$ cat src/rtl/thread_sel_pkg.sv
package thread_sel_pkg;
  // Per-thread strobes from control to the arbitration datapath
  typedef struct packed {
    logic eligible;
    logic speculative;
  } thr_strobe_t;
endpackage

$ cat src/rtl/thread_sel_ctrl.sv
module thread_sel_ctrl #(
  parameter int NUM_THREADS = 4
) (
  input  logic clk,
  input  logic rstN,
  input  logic [NUM_THREADS-1:0] threadReady,
  input  logic [NUM_THREADS-1:0] missSet,
  input  logic [NUM_THREADS-1:0] fillDone,
  input  logic [NUM_THREADS-1:0] longOpSet,
  input  logic [NUM_THREADS-1:0] longOpDone,
  input  logic [NUM_THREADS-1:0] specIssue,
  input  logic [NUM_THREADS-1:0] loadHit,
  input  logic [NUM_THREADS-1:0] loadMiss,
  output thread_sel_pkg::thr_strobe_t [NUM_THREADS-1:0] thrStb
);
  for (genvar t = 0; t < NUM_THREADS; t++) begin : g_thr
    logic missStall, longStall, specFlag;

    always_ff @(posedge clk) begin
      if (!rstN) begin
        missStall <= 1'b0;
        longStall <= 1'b0;
        specFlag  <= 1'b0;
      end else begin
        // a new stall event outranks a wake-up in the same cycle
        missStall <= (missStall & ~fillDone[t]) | missSet[t] | loadMiss[t];
        longStall <= (longStall & ~longOpDone[t]) | longOpSet[t];
        // a fresh speculative load outranks resolution of the old one
        specFlag  <= (specFlag & ~(loadHit[t] | loadMiss[t])) | specIssue[t];
      end
    end

    assign thrStb[t].eligible    = threadReady[t] & ~missStall & ~longStall;
    assign thrStb[t].speculative = specFlag;
  end
endmodule

$ cat src/rtl/thread_sel_dp.sv
module thread_sel_dp #(
  parameter int NUM_THREADS = 4
) (
  input  logic clk,
  input  logic rstN,
  input  thread_sel_pkg::thr_strobe_t [NUM_THREADS-1:0] thrStb,
  output logic [NUM_THREADS-1:0] grant,
  output logic grantValid,
  output logic [((NUM_THREADS > 1) ? $clog2(NUM_THREADS) : 1)-1:0] rrPtr
);
  localparam int IDX_W = (NUM_THREADS > 1) ? $clog2(NUM_THREADS) : 1;

  logic [NUM_THREADS-1:0] hiReq, loReq;
  logic [IDX_W-1:0] grantIdx;

  always_comb begin
    for (int t = 0; t < NUM_THREADS; t++) begin
      hiReq[t] = thrStb[t].eligible & ~thrStb[t].speculative;
      loReq[t] = thrStb[t].eligible &  thrStb[t].speculative;
    end
  end

  always_comb begin
    logic hiFound, loFound;
    int hiIdx, loIdx;
    hiFound = 1'b0;
    loFound = 1'b0;
    hiIdx   = 0;
    loIdx   = 0;
    for (int off = 0; off < NUM_THREADS; off++) begin
      int pos;
      pos = int'(rrPtr) + off;
      if (pos >= NUM_THREADS) pos = pos - NUM_THREADS;
      if (!hiFound && hiReq[pos]) begin
        hiFound = 1'b1;
        hiIdx   = pos;
      end
      if (!loFound && loReq[pos]) begin
        loFound = 1'b1;
        loIdx   = pos;
      end
    end
    grantValid = hiFound | loFound;
    grantIdx   = hiFound ? IDX_W'(hiIdx) : IDX_W'(loIdx);
    grant      = '0;
    if (grantValid) grant[grantIdx] = 1'b1;
  end

  always_ff @(posedge clk) begin
    if (!rstN) begin
      rrPtr <= '0;
    end else if (grantValid) begin
      rrPtr <= (int'(grantIdx) == NUM_THREADS - 1) ? '0 : grantIdx + 1'b1;
    end
  end
endmodule

$ cat src/rtl/thread_selector.sv
module thread_selector #(
  parameter int NUM_THREADS = 4
) (
  input  logic clk,
  input  logic rstN,
  input  logic [NUM_THREADS-1:0] threadReady,
  input  logic [NUM_THREADS-1:0] missSet,
  input  logic [NUM_THREADS-1:0] fillDone,
  input  logic [NUM_THREADS-1:0] longOpSet,
  input  logic [NUM_THREADS-1:0] longOpDone,
  input  logic [NUM_THREADS-1:0] specIssue,
  input  logic [NUM_THREADS-1:0] loadHit,
  input  logic [NUM_THREADS-1:0] loadMiss,
  output logic [NUM_THREADS-1:0] grant,
  output logic grantValid
);
  localparam int IDX_W = (NUM_THREADS > 1) ? $clog2(NUM_THREADS) : 1;

  thread_sel_pkg::thr_strobe_t [NUM_THREADS-1:0] thrStb;
  logic [IDX_W-1:0] rrPtr;

  thread_sel_ctrl #(.NUM_THREADS(NUM_THREADS)) ctrl_i (
    .clk(clk), .rstN(rstN), .threadReady(threadReady),
    .missSet(missSet), .fillDone(fillDone),
    .longOpSet(longOpSet), .longOpDone(longOpDone),
    .specIssue(specIssue), .loadHit(loadHit), .loadMiss(loadMiss),
    .thrStb(thrStb)
  );

  thread_sel_dp #(.NUM_THREADS(NUM_THREADS)) dp_i (
    .clk(clk), .rstN(rstN), .thrStb(thrStb),
    .grant(grant), .grantValid(grantValid), .rrPtr(rrPtr)
  );
endmodule

$ cat config.mk
export PLATFORM = sky130hd
export DESIGN_NAME = thread_selector
export DESIGN_NICKNAME = d
export VERILOG_FILES = /design/src/rtl/thread_sel_pkg.sv /design/src/rtl/thread_sel_ctrl.sv /design/src/rtl/thread_sel_dp.sv /design/src/rtl/thread_selector.sv
export SDC_FILE = /design/constraint.sdc
export NUM_CORES = 1
export LEC_CHECK = 0
export ABC_CLOCK_PERIOD_IN_PS = 2200
export CORE_UTILIZATION = 39
export DETAILED_ROUTE_END_ITERATION = 8
export PLACE_DENSITY = 0.81
export SLEW_MARGIN = 0
export SYNTH_ARGS = -nofsm -noshare
export SYNTH_HDL_FRONTEND = slang
export SYNTH_SLANG_ARGS = --single-unit
$ cat constraint.sdc
create_clock -name clk -period 2.2 [get_ports clk]
set_input_delay 0.55 -clock clk [delete_from_list [all_inputs] [get_ports clk]]
set_output_delay 0.55 -clock clk [all_outputs]
set_load 0.01 [all_outputs]
Word level (Yosys, flattened, before mapping)

Cells that the tools add are included.

Output and inout port bits: 5
Input port bits: 34
Register bits after elaboration: 14
Logic and storage cells: 167

Bitwise operators: 73
$add $sub $neg: 8
Equal/unequal tests: 1
Reduce and logical (&&, ||, !) cells: 13
Multiplexer cells: 49
Magnitude comparators: 10

Operator list:

| operator              | count |
|---|---|
| $lt 32x4->1 const B   | 4 |
| $mux 32               | 4 |
| $ge 32x4->1 const B   | 3 |
| $sub 32x4->32 const B | 3 |
| $and 1x1->1           | 28 |
| $mux 1                | 25 |
| $not 1->1             | 24 |
| $or 1x1->1            | 21 |
| $mux 2                | 10 |
| $bmux 1 s2            | 8 |
| $logic_and 1x1->1     | 7 |
| $add 2x2->3 const B   | 2 |
| $logic_not 1->1       | 6 |
| $mux 4                | 1 |
| $sub 2x3->4 const B   | 1 |
| $add 2x1->3 const B   | 1 |
| $ge 2x3->1 const B    | 1 |
| $lt 2x3->1 const B    | 1 |
| $add 2x1->2 const B   | 1 |
| $demux 1 s2           | 1 |
| $eq 2x1->1 const B    | 1 |
| $ge 2x1->1 const B    | 1 |

Logic depth before layout (Yosys ltp)

Gate-level depths: netlist of the first run.

Depth after elaboration: 23
Depth in mapped cells: 9
Mapped depth without buffers: 8

Hierarchy

From an unflattened synthesis of the first run, not the netlist that was laid out.

Cell total of the unflattened synthesis: 104
Area, all modules: 924.6 µm²

By module, submodules not included:

| module          | area an instance (µm²) | cells an instance | sequential area each (µm²) | instances |
|---|---|---|---|---|
| thread_sel_ctrl | 521.8                  | 50                | 240.2                      | 1 |
| thread_sel_dp   | 402.9                  | 54                | 40.0                       | 1 |

Worst setup path before layout of the first run

No wires, ideal clock.

Path kind: input-to-output
From: input threadReady[2]
To: output grant[1]
Setup slack: -0.116 ns
Arrival: 1.766 ns
Required time: 1.650 ns
Cell stages on the path: 6
Cell sequence: or4b_4 -> o32ai_1 -> a21oi_1 -> o21a_1 -> ha_1 -> and2_1

Longest elaborated chain between the ends: 22
Elaborated cells between the ends (all ways): 64

RTL lines:

| item                                                           | line                                     | text |
|---|---|---|
| start: declaration                                             | thread_selector.sv:6                     | `input logic [NUM_THREADS-1:0] threadReady,` |
| $and 1x1->1 * (2 in a row)                                     | thread_sel_ctrl.sv:33                    | `assign thrStb[t].eligible = threadReady[t] & ~missStall & ~longStall;` |
| $and 1x1->1 (on tied branches)                                 | thread_sel_dp.sv:19, thread_sel_dp.sv:18 |  |
| $bmux 1 s2 (on tied branches)                                  | thread_sel_dp.sv:38, thread_sel_dp.sv:34 |  |
| $mux 1 (on tied branches) (3 in a row)                         | thread_sel_dp.sv:38, thread_sel_dp.sv:34 |  |
| $logic_not 1->1 (on tied branches)                             | thread_sel_dp.sv:38, thread_sel_dp.sv:34 |  |
| $logic_and 1x1->1 (on tied branches)                           | thread_sel_dp.sv:38, thread_sel_dp.sv:34 |  |
| $mux 1 (on tied branches)                                      | thread_sel_dp.sv:38, thread_sel_dp.sv:34 |  |
| $logic_not 1->1 (on tied branches)                             | thread_sel_dp.sv:38, thread_sel_dp.sv:34 |  |
| (+3 left out)                                                  | -                                        |  |
| $logic_and 1x1->1 (on tied branches)                           | thread_sel_dp.sv:38, thread_sel_dp.sv:34 |  |
| $mux 2 (tied with other cells)                                 | thread_sel_dp.sv:38                      | `if (!loFound && loReq[pos]) begin` |
| $mux 2                                                         | thread_sel_dp.sv:44                      | `grantIdx = hiFound ? IDX_W'(hiIdx) : IDX_W'(loIdx);` |
| $lt 2x3->1 (not written as such) or $ge 2x1->1 (tied branches) | thread_sel_dp.sv:46                      | `if (grantValid) grant[grantIdx] = 1'b1;` |
| $logic_and 1x1->1 (not written as such)                        | thread_sel_dp.sv:46                      |  |
| $mux 1 (not written as such)                                   | thread_sel_dp.sv:46                      |  |
| $demux 1 s2                                                    | -                                        |  |
| $mux 4 *                                                       | thread_sel_dp.sv:46                      |  |
| end: declaration                                               | thread_selector.sv:14                    | `output logic [NUM_THREADS-1:0] grant,` |

Every way passes the cells marked *; elsewhere a longest branch is shown, timed or not. The select of a mux whose other input is x is not followed.

Worst setup path in the final report of the first run

From: register ctrl_i.g_thr[0].longStall
To: output grant[2]

Longest elaborated chain between the ends: 22
Elaborated cells between the ends (all ways): 64

RTL lines:

| item                                                           | line                                     | text |
|---|---|---|
| start: declaration                                             | thread_sel_ctrl.sv:17                    | `logic missStall, longStall, specFlag;` |
| start signal: assignment                                       | thread_sel_ctrl.sv:27                    | `longStall <= (longStall & ~longOpDone[t]) \| longOpSet[t];` |
| $not 1->1 *                                                    | thread_sel_ctrl.sv:33                    |  |
| $and 1x1->1 *                                                  | thread_sel_ctrl.sv:33                    |  |
| $and 1x1->1 (on tied branches)                                 | thread_sel_dp.sv:19, thread_sel_dp.sv:18 |  |
| $bmux 1 s2 (on tied branches)                                  | thread_sel_dp.sv:38, thread_sel_dp.sv:34 |  |
| $mux 1 (on tied branches) (3 in a row)                         | thread_sel_dp.sv:38, thread_sel_dp.sv:34 |  |
| $logic_not 1->1 (on tied branches)                             | thread_sel_dp.sv:38, thread_sel_dp.sv:34 |  |
| $logic_and 1x1->1 (on tied branches)                           | thread_sel_dp.sv:38, thread_sel_dp.sv:34 |  |
| $mux 1 (on tied branches)                                      | thread_sel_dp.sv:38, thread_sel_dp.sv:34 |  |
| (+4 left out)                                                  | -                                        |  |
| $logic_and 1x1->1 (on tied branches)                           | thread_sel_dp.sv:38, thread_sel_dp.sv:34 |  |
| $mux 2 (tied with other cells)                                 | thread_sel_dp.sv:38                      |  |
| $mux 2                                                         | thread_sel_dp.sv:44                      |  |
| $lt 2x3->1 (not written as such) or $ge 2x1->1 (tied branches) | thread_sel_dp.sv:46                      |  |
| $logic_and 1x1->1 (not written as such)                        | thread_sel_dp.sv:46                      |  |
| $mux 1 (not written as such)                                   | thread_sel_dp.sv:46                      |  |
| $demux 1 s2                                                    | -                                        |  |
| $mux 4 *                                                       | thread_sel_dp.sv:46                      |  |

Marked as above.

==> flow_summary.toml, run 1 <==
[synthesis]
synth_nets = 146
syn_inst = 108
yosysWarnings = 0
synth_compound_area_frac = 0.229
ys_ff_latch = 14
ys_top_cells_by_count = "14 x dfxtp_1, 12 x nor2b_1, 10 x nor2_1, 8 x a21oi_1, 7 x nand2_1"
synthAdderAreaFrac = 0.0496
synth_xor_area_frac = 0
async_flop_share = 0
ys_seq_area_frac = 0.278
synthSimpleGateAreaFrac = 0.418
synth_most_common_cell = "dfxtp_1"
synth-edff-count = 0
synthMuxAreaShare = 0.00991
synth_area_mm2 = 0.00101
synth_area_leaders = "dfxtp_1 28%, nor2b_1 7.4%, ha_1 5.0%, nor4b_2 4.5%, o31a_1 4.3%"
avgSynthCellArea_um2 = 9.35
yosysUniqueCellTypes = 36
yosys_most_used_dff = "dfxtp_1"
synth_top_family_by_area = "simple AND/OR/NAND/NOR gates"
synth_top_area_frac = 0.278
yosys.area.top_type = "dfxtp_1"

[power_and_ir_drop]
power.density_mw_per_mm2 = 503
leakagePower_nw = 0.804
p_int_mw = 0.671
p_switching_mw = 0.335
swShare = 0.333
p_clk_frac = 0.186
max-vdd-ir-drop_mv = 0.590
power_frac_seq = 0.319
combPwrFrac = 0.494

[layout]
design_area_mm2 = 0.00200
fillerInstances = 136
nNetsFinal = 229
drive_gt1_frac = 0.532
diodes = 0
area.growth.synth_to_final_pct = 98.1

[die]
start_util = 0.411
rows = 18
die_area_mm2 = 0.00280
core_area_mm2 = 0.00245
io_pins = 39
chipHeight_um = 52.9
die_x_um = 52.9

[clock_tree]
clk_latency_ns = 0.28
root_buffer = "clkbuf_4"
clock-sinks = 14
htree_levels = 1
cts_buffers = 3
cts_tree = "done"
cts_buffer_depth = 2
path_clk_slew_ns = 0.09

[grt]
grtUsageTotal = 0.263
grt_pass1_wl_mm = 5.36
antenna_found_initial = 0
grt_start_max_net_pins = 15
grt_pass1_vias = 1209
overflow = 0

[timing]
slew_headroom = 0.637
timing.fmax_mhz = 351
slew_violations = 0
period_minus_slack_ns = 2.85
finalCritPeriodShare = 1.29
fin_worst_skew_ns = 0.000720
worst_pin_slew_ns = 0.543
layout_setup_ws_ns = -0.647
rsz0062_at_grt = "yes"
hold_violations = 0
finalSetupViolCount = 5

[run]
drv_cap = 0

[worst_setup_path]
crit_path_end_kind = "output pin"
required_ns = 1.65
crit_type = "flip-flop to output pin"
worstPathMaxFanout = 3
critical_path_buf_inv_count = 3
slowest_delay_ns = 0.37
timing.critical_path.mode_cell = "buf_4"
start_kind = "flip-flop"
cp_top_family = "compound AO/OA/AOI/OAI gates"
arrival_ns = 2.30
cp_cell_sequence = "and4bb_2, buf_4, o21bai_1, a21oi_1, nor2_1, o31a_1, buf_4, ha_4, and2_4, buf_6"
critPathSlowestCell = "dfxtp_4"

[routing]
wl_per_cell_um = 17.1
postRouteAntennaNets = 0
firstDrtPassIters = 4
drc_errors = 0
drt_wl_total_mm = 3.77
vias = 1213
drt_iter0_markers = 12
viasPerCell = 5.51

[outcome]
violations = "negative setup slack"
status = "finished, violations left"

[place]
port_buffers = 38
postPlaceCellArea_mm2 = 0.00156
place_ws_ns = -1.30
gp_congestion = 0.880
place_hpwl_mm = 2.02

[min_path]
min_path_type = "flip-flop to flip-flop"
==> repair_timing <==
action / CTS / global route
setup endpoints to repair: 6 / 6
buffers inserted: 22 / 6
hold buffers: 0 / 0
resized for setup: 76 / 18
cloned: 0 / 0
pin swaps: 25 / 11
==> power by group through the flow <==
stage | combinational, mW | clock, mW | sequential (mW)
floorplan | 0.183 | 0 | 0.299
global placement | 0.309 | 0 | 0.317
detailed placement | 0.323 | 0 | 0.320
CTS | 0.442 | 0.191 | 0.316
global route | 0.523 | 0.207 | 0.324
finish | 0.497 | 0.187 | 0.321
==> cell type report <==
type,instances,area [um2],area share
Tap cell,30,37.5,0.0188
Clock buffer,4,36.3,0.0181
Timing Repair Buffer,81,723,0.361
Multi-Input combinational cell,91,906,0.453
Sequential cell,14,298,0.149
==> flip-flops by register name, indices dropped and copies added (netlist names) <==
name,count
ctrl_i.g_thr.longStall,4
ctrl_i.g_thr.missStall,4
ctrl_i.g_thr.specFlag,4
dp_i.rrPtr,2
==> layer usage <==
metal / vias to the layer above / global-route usage / routed length, um
met3: 16 / 0.0374 / 173
met5: - / 0 / 0
li1: 569 / - / -
met2: 59 / 0.494 / 1990
met1: 569 / 0.295 / 1470
met4: 0 / 0.0965 / 138
==> logic make-up (layout without fill, tap and decap cells) <==
logic type,after synthesis,after routing
compound gates,33,33
fa+ha+maj,4,4
buf+inv,3,85
flops,14,14
mux,1,1
simple gates,53,53
==> worst paths after layout <==
path	start	to	slack [ns]	cells after the start
setup / recovery	ctrl_i.g_thr[0].longStall	grant[2]	-0.65	10
setup reg to reg	ctrl_i.g_thr[2].missStall	dp_i.rrPtr[1]	0.10	10
hold reg to reg	ctrl_i.g_thr[0].specFlag	ctrl_i.g_thr[0].specFlag	0.57	2
hold / removal	ctrl_i.g_thr[0].specFlag	ctrl_i.g_thr[0].specFlag	0.57	2
==> worst min-delay path, delay by kind of cell, from the launching register on <==
family | cells | cell delay, ns
flops | 1 | 0.35
simple gates | 1 | 0.05
compound gates | 1 | 0.13
==> layout by cell type (no fill, tap or decap), types with 5 or more instances in the layout <==
cell type / n
nand2_1: 6
dfxtp_2: 5
buf_6: 14
dfxtp_1: 6
buf_4: 34
a21oi_1: 6
clkdlybuf4s50_1: 29
nor2b_1: 12
nor2_1: 8
o31a_1: 5
==> metrics by stage <==
step	util	hold slack [ns]	TNS [ns]	power [mW]	std cells
floorplan	-	0.520	-0.436	0.482	108
global placement	0.636	0.553	-5.77	0.626	190
detailed placement	0.636	0.570	-6.29	0.644	190
CTS	0.779	0.583	-2.55	0.949	215
global route	0.815	0.604	-3.15	1.05	220
finish	0.815	0.566	-2.78	1.01	220
No activity file was read; power rests on OpenSTA's default activity.
==> run 2: changes to the inputs <==
ABC_AREA = 1   (was not set)
CORE_ASPECT_RATIO = 2   (was not set)
CORE_UTILIZATION = 41   (was 39)
GPL_ROUTABILITY_DRIVEN = 0   (was not set)
PLACE_DENSITY = 0.82   (was 0.81)
==> flow_summary.toml, run 2 <==
[place]
place_inst = 275
port_buffers = 38
place_hpwl_mm = 2.68

[worst_setup_path]
crit_type = "flip-flop to output pin"
start_kind = "flip-flop"
critPathSlowestCell = "dfxtp_4"
worstPathMaxFanout = 5
arrival_ns = 2.26
critical_path_buf_inv_count = 6
cp_cell_sequence = "xnor2_4, inv_4, buf_4, nand3_1, nand2_2, nand2_2, nand2_1, nand3_1, nand2_1, inv_2, nand2_4, inv_4, ha_4, inv_2, nor2_2, buf_2"
required_ns = 1.65
slowest_delay_ns = 0.38
timing.reg2reg.setup_slack_ns = 0.05
cp_top_family = "simple AND/OR/NAND/NOR gates"
crit_path_end_kind = "output pin"

[clock_tree]
cts_buffers = 3
cts_tree = "done"
htree_levels = 1
root_buffer = "clkbuf_8"
clock-sinks = 14
clk_latency_ns = 0.25
path_clk_slew_ns = 0.06
hold_buffers = 0
cts_buffer_depth = 2

[routing]
drt_wl_total_mm = 4.16
drt_iter0_markers = 95
drc_errors = 0
viasPerCell = 5.46
postRouteAntennaNets = 0
wl_per_cell_um = 14.2
firstDrtPassIters = 4
vias = 1604

[synthesis]
ys_top_cells_by_count = "36 x nand2_1, 36 x nor2_1, 22 x inv_1, 19 x nand4_1, 18 x nand3_1"
avgSynthCellArea_um2 = 6.17
synth_area_mm2 = 0.00114
ys_ff_latch = 14
synth-edff-count = 0
async_flop_share = 0
yosysUniqueCellTypes = 23
synth_area_leaders = "dfxtp_1 25%, nand2_1 12%, nor2_1 12%, nand4_1 10%, nand3_1 7.9%"
yosys.area.top_type = "dfxtp_1"
yosysWarnings = 0
synth_nets = 223
syn_inst = 185
yosys_most_used_dff = "dfxtp_1"
ys_seq_area_frac = 0.246
synth_top_area_frac = 0.246

[timing]
period_minus_slack_ns = 2.81
slew_violations = 0
fin_worst_skew_ns = 0.00194
timing.fmax_mhz = 355
rsz0062_at_grt = "yes"
worst_pin_slew_ns = 0.363
finalSetupViolCount = 5
layout_setup_ws_ns = -0.615
slew_headroom = 0.758
hold_violations = 0
finalCritPeriodShare = 1.28

[outcome]
status = "finished, violations left"
violations = "negative setup slack"

[grt]
grt_start_max_net_pins = 13
grt_pass1_wl_mm = 5.95
antenna_found_initial = 0
grt_pass1_vias = 1500
overflow = 0
grtUsageTotal = 0.275

[power_and_ir_drop]
max-vdd-ir-drop_mv = 0.796
power.density_mw_per_mm2 = 1440
leakagePower_nw = 1.04
totalPowerFinal_mw = 3.11

[layout]
reg_top3 = "ctrl_i.g_thr.longStall: 4 flops, ctrl_i.g_thr.missStall: 4 flops, ctrl_i.g_thr.specFlag: 4 flops"
diodes = 0
final_cells = 294
drive_gt1_frac = 0.436
final_common_cell = "buf_4"
nNetsFinal = 305
fillerInstances = 151
area.growth.synth_to_final_pct = 88.6
final_cell_mix = "34 x buf_4, 29 x clkdlybuf4s50_1, 25 x nor2_1"

[die]
start_util = 0.438
rows = 26
die_x_um = 39.3
chipHeight_um = 76.6
io_pins = 39
die_area_mm2 = 0.00301
core_area_mm2 = 0.00260

[run]
drv_cap = 0

[min_path]
min_path_type = "flip-flop to flip-flop"
[run 2: cell count changes in the layout (fill, tap and decap cells not counted), moves of 11 or more]
cell	previous run	this run
nand2_1	6	24
nor2b_1	12	0
nand4_1	0	19
nor2_1	8	25
nand3_1	1	14
nand2_2	0	11
inv_1	0	15
[run 2: worst register-to-register path, stage by stage (launching register included)]
cell	delay, ns
dfxtp_4	0.38
xnor2_4	0.32
inv_4	0.09
buf_4	0.16
nand3_1	0.11
nand2_2	0.10
nand2_2	0.08
nand2_1	0.06
nand3_1	0.08
nand2_1	0.08
inv_2	0.08
nand2_4	0.06
inv_4	0.08
ha_4	0.19
nor2_1	0.10
nor2_1	0.06
[run 2: path summary, 6_finish.rpt]
| path | end | start | cells past startpoint |
|---|---|---|---|
| setup / recovery | grant[1] | dp_i.rrPtr[0] | 16 |
| hold / removal | ctrl_i.g_thr[1].missStall | ctrl_i.g_thr[1].missStall | 2 |
| setup reg to reg | dp_i.rrPtr[1] | dp_i.rrPtr[0] | 15 |
| hold reg to reg | ctrl_i.g_thr[1].missStall | ctrl_i.g_thr[1].missStall | 2 |
[run 2: power by group]
| part | switching (mW) | leakage, nW | total [mW] | internal (mW) |
|---|---|---|---|---|
| sequential | 0.0462 | 0.118 | 0.339 | 0.292 |
| clock | 0.0927 | 0.0288 | 0.251 | 0.159 |
| combinational | 1.32 | 0.897 | 2.52 | 1.20 |
[run 2: logic make-up after synthesis]
kind of cell               share of synthesized area
and+or+nand+nor                                0.503
buffers and inverters                          0.122
AOI/OAI and AO/OA                             0.0713
DFF                                            0.246
adders and majority gates                     0.0439
xor gates and xnor gates                      0.0143
[run 2: area by class of cell]
class | count | area [um2] | share of cell area
multi-input combinational | 139 | 937 | 0.435
clock buffer | 4 | 55.1 | 0.0256
sequential | 14 | 285 | 0.133
timing repair buffer | 80 | 706 | 0.328
inverter | 29 | 134 | 0.0622
tap | 28 | 35.0 | 0.0163
[run 2: repair_timing]
action                                  CTS  global route
gates resized for setup                  65            27
setup buffers                            17             4
pin swaps                                38            20
endpoints found under the setup margin    6             7
[run 2: per-layer routing]
metal	wire length, um	GRT usage	up-vias
li1	-	-	769
met1	1330	0.234	727
met2	2420	0.527	77
met3	147	0.0233	31
met4	267	0.169	0
met5	0	0	-
[run 2: through the flow]
step / worst slack, ns / util / instance area [um2] / setup TNS, ns / hold WS, ns
final: -0.615 / 0.827 / 2150 / -2.70 / 0.494
after global routing: -0.767 / 0.827 / 2150 / -3.44 / 0.534
after CTS: -0.484 / 0.794 / 2070 / -2.57 / 0.490
after detailed placement: -1.29 / 0.696 / 1810 / -6.59 / 0.472
after global placement: -1.24 / 0.696 / 1810 / -6.34 / 0.449
after floorplan: -0.0923 / - / 1220 / -0.283 / 0.437
==> run 3: changes to the inputs <==
MAX_ROUTING_LAYER = met4   (was not set)
==> flow_summary.toml, run 3 (synthesized netlist as in run 2, its figures left out) <==
[layout]
final_cell_mix = "40 x buf_4, 29 x nand2_1, 29 x clkdlybuf4s50_1"
fillerInstances = 160
diodes = 0
reg_top3 = "ctrl_i.g_thr.longStall: 4 flops, ctrl_i.g_thr.missStall: 4 flops, ctrl_i.g_thr.specFlag: 4 flops"
final_common_cell = "buf_4"
area.growth.synth_to_final_pct = 86.1
final_cells = 297
drive_gt1_frac = 0.405
nNetsFinal = 308

[run]
drv_cap = 0

[timing]
finalSetupViolCount = 6
slew_violations = 0
period_minus_slack_ns = 2.72
worst_pin_slew_ns = 0.350
finalSetupTns_ns = -2.80
fin_worst_skew_ns = 0.00277
finalCritPeriodShare = 1.23
hold_violations = 0
timing.fmax_mhz = 368
slew_headroom = 0.767
layout_setup_ws_ns = -0.517
rsz0062_at_grt = "yes"

[place]
place_inst = 275
port_buffers = 38
place_hpwl_mm = 2.68

[grt]
grt_pass1_wl_mm = 5.95
grtUsageTotal = 0.282
grt_pass1_vias = 1502
grt_start_max_net_pins = 13
overflow = 0
antenna_found_initial = 0

[min_path]
min_path_type = "flip-flop to flip-flop"

[clock_tree]
htree_levels = 1
cts_buffers = 3
clk_latency_ns = 0.25
hold_buffers = 0
cts_tree = "done"
root_buffer = "clkbuf_8"
path_clk_slew_ns = 0.06
cts_buffer_depth = 2
clock-sinks = 14

[die]
die_x_um = 39.3
chipHeight_um = 76.6
start_util = 0.438
die_area_mm2 = 0.00301
core_area_mm2 = 0.00260
io_pins = 39
rows = 26

[routing]
drt_iter0_markers = 56
postRouteAntennaNets = 0
wl_per_cell_um = 12.8
drt_wl_total_mm = 3.80
drc_errors = 0
firstDrtPassIters = 4
viasPerCell = 5.32
vias = 1580

[power_and_ir_drop]
max-vdd-ir-drop_mv = 0.842
leakagePower_nw = 1.04
power.density_mw_per_mm2 = 1440

[worst_setup_path]
arrival_ns = 2.17
cp_cell_sequence = "xnor2_4, inv_4, buf_4, nand3_1, nand2_2, nand2_1, nand2_1, nand3_1, nand2_1, inv_2, nand2_4, inv_4, ha_4, inv_1, nor2_2, buf_2"
critPathSlowestCell = "dfxtp_4"
start_kind = "flip-flop"
crit_path_end_kind = "output pin"
timing.critical_path.mode_cell = "nand2_1"
crit_type = "flip-flop to output pin"
worstPathMaxFanout = 5
required_ns = 1.65
slowest_delay_ns = 0.39

[outcome]
status = "finished, violations left"
violations = "negative setup slack"
==> run 3: cell count changes in the layout (fill, tap and decap cells not counted), moves of 2 or more <==
cell     before  now
nand2_1      24   29
nand2_2      11    8
buf_6        12    9
nand3_2       4    2
buf_4        34   40
nand3_1      14   16
inv_2         8    6
inv_1        15   17
nand2_4       6    4
==> run 3: critical path, delay by kind of cell (launching register included) <==
kind / cells / cell delay [ns]
and+or+nand+nor: 8 / 0.57
buffers and inverters: 6 / 0.55
DFF: 1 / 0.39
xor gates and xnor gates: 1 / 0.29
adders and majority gates: 1 / 0.11
==> run 3: what timing repair did <==
action,4_1_cts,5_1_grt
pin swaps,38,16
setup endpoints to repair,6,7
buffers inserted,17,1
resized for setup,65,11
endpoints found under the hold margin,0,0
==> run 3: final timing paths <==
path | start | to | slack, ns | cells after the start
max | dp_i.rrPtr[0] | grant[1] | -0.52 | 16
min | ctrl_i.g_thr[1].missStall | ctrl_i.g_thr[1].missStall | 0.49 | 2
max reg2reg | dp_i.rrPtr[0] | dp_i.rrPtr[0] | -0.49 | 18
min reg2reg | ctrl_i.g_thr[1].missStall | ctrl_i.g_thr[1].missStall | 0.49 | 2
==> run 3: routing by layer <==
layer | global-route usage | vias up | part of all wire
met4 | 0.169 | 0 | 0.066
li1 | - | 771 | -
met2 | 0.527 | 70 | 0.59
met5 | - | - | 0
met3 | 0.0233 | 25 | 0.035
met1 | 0.234 | 714 | 0.31
==> run 3: layout make-up <==
type	count	area (um2)	share of cell area
sequential	14	285	0.134
multi-input combinational	139	897	0.423
clock buffer	4	55.1	0.0259
tap	28	35.0	0.0165
timing repair buffer	83	717	0.338
inverter	29	134	0.0631
==> run 3: where the power goes <==
part | internal [mW] | switching (mW)
registers | 0.292 | 0.0463
clock network | 0.159 | 0.0926
logic | 1.20 | 1.25
total | 1.65 | 1.39
==> run 3: per-stage QoR <==
stage	total power, mW	cell area [um2]	setup slack (ns)	util	hold slack, ns
finish	3.05	2120	-0.517	0.816	0.494
floorplan	1.50	1220	-0.0923	-	0.437
CTS	2.91	2070	-0.484	0.794	0.490
detailed placement	2.26	1810	-1.29	0.696	0.472
global placement	2.22	1810	-1.24	0.696	0.449
global route	3.30	2120	-0.648	0.816	0.534
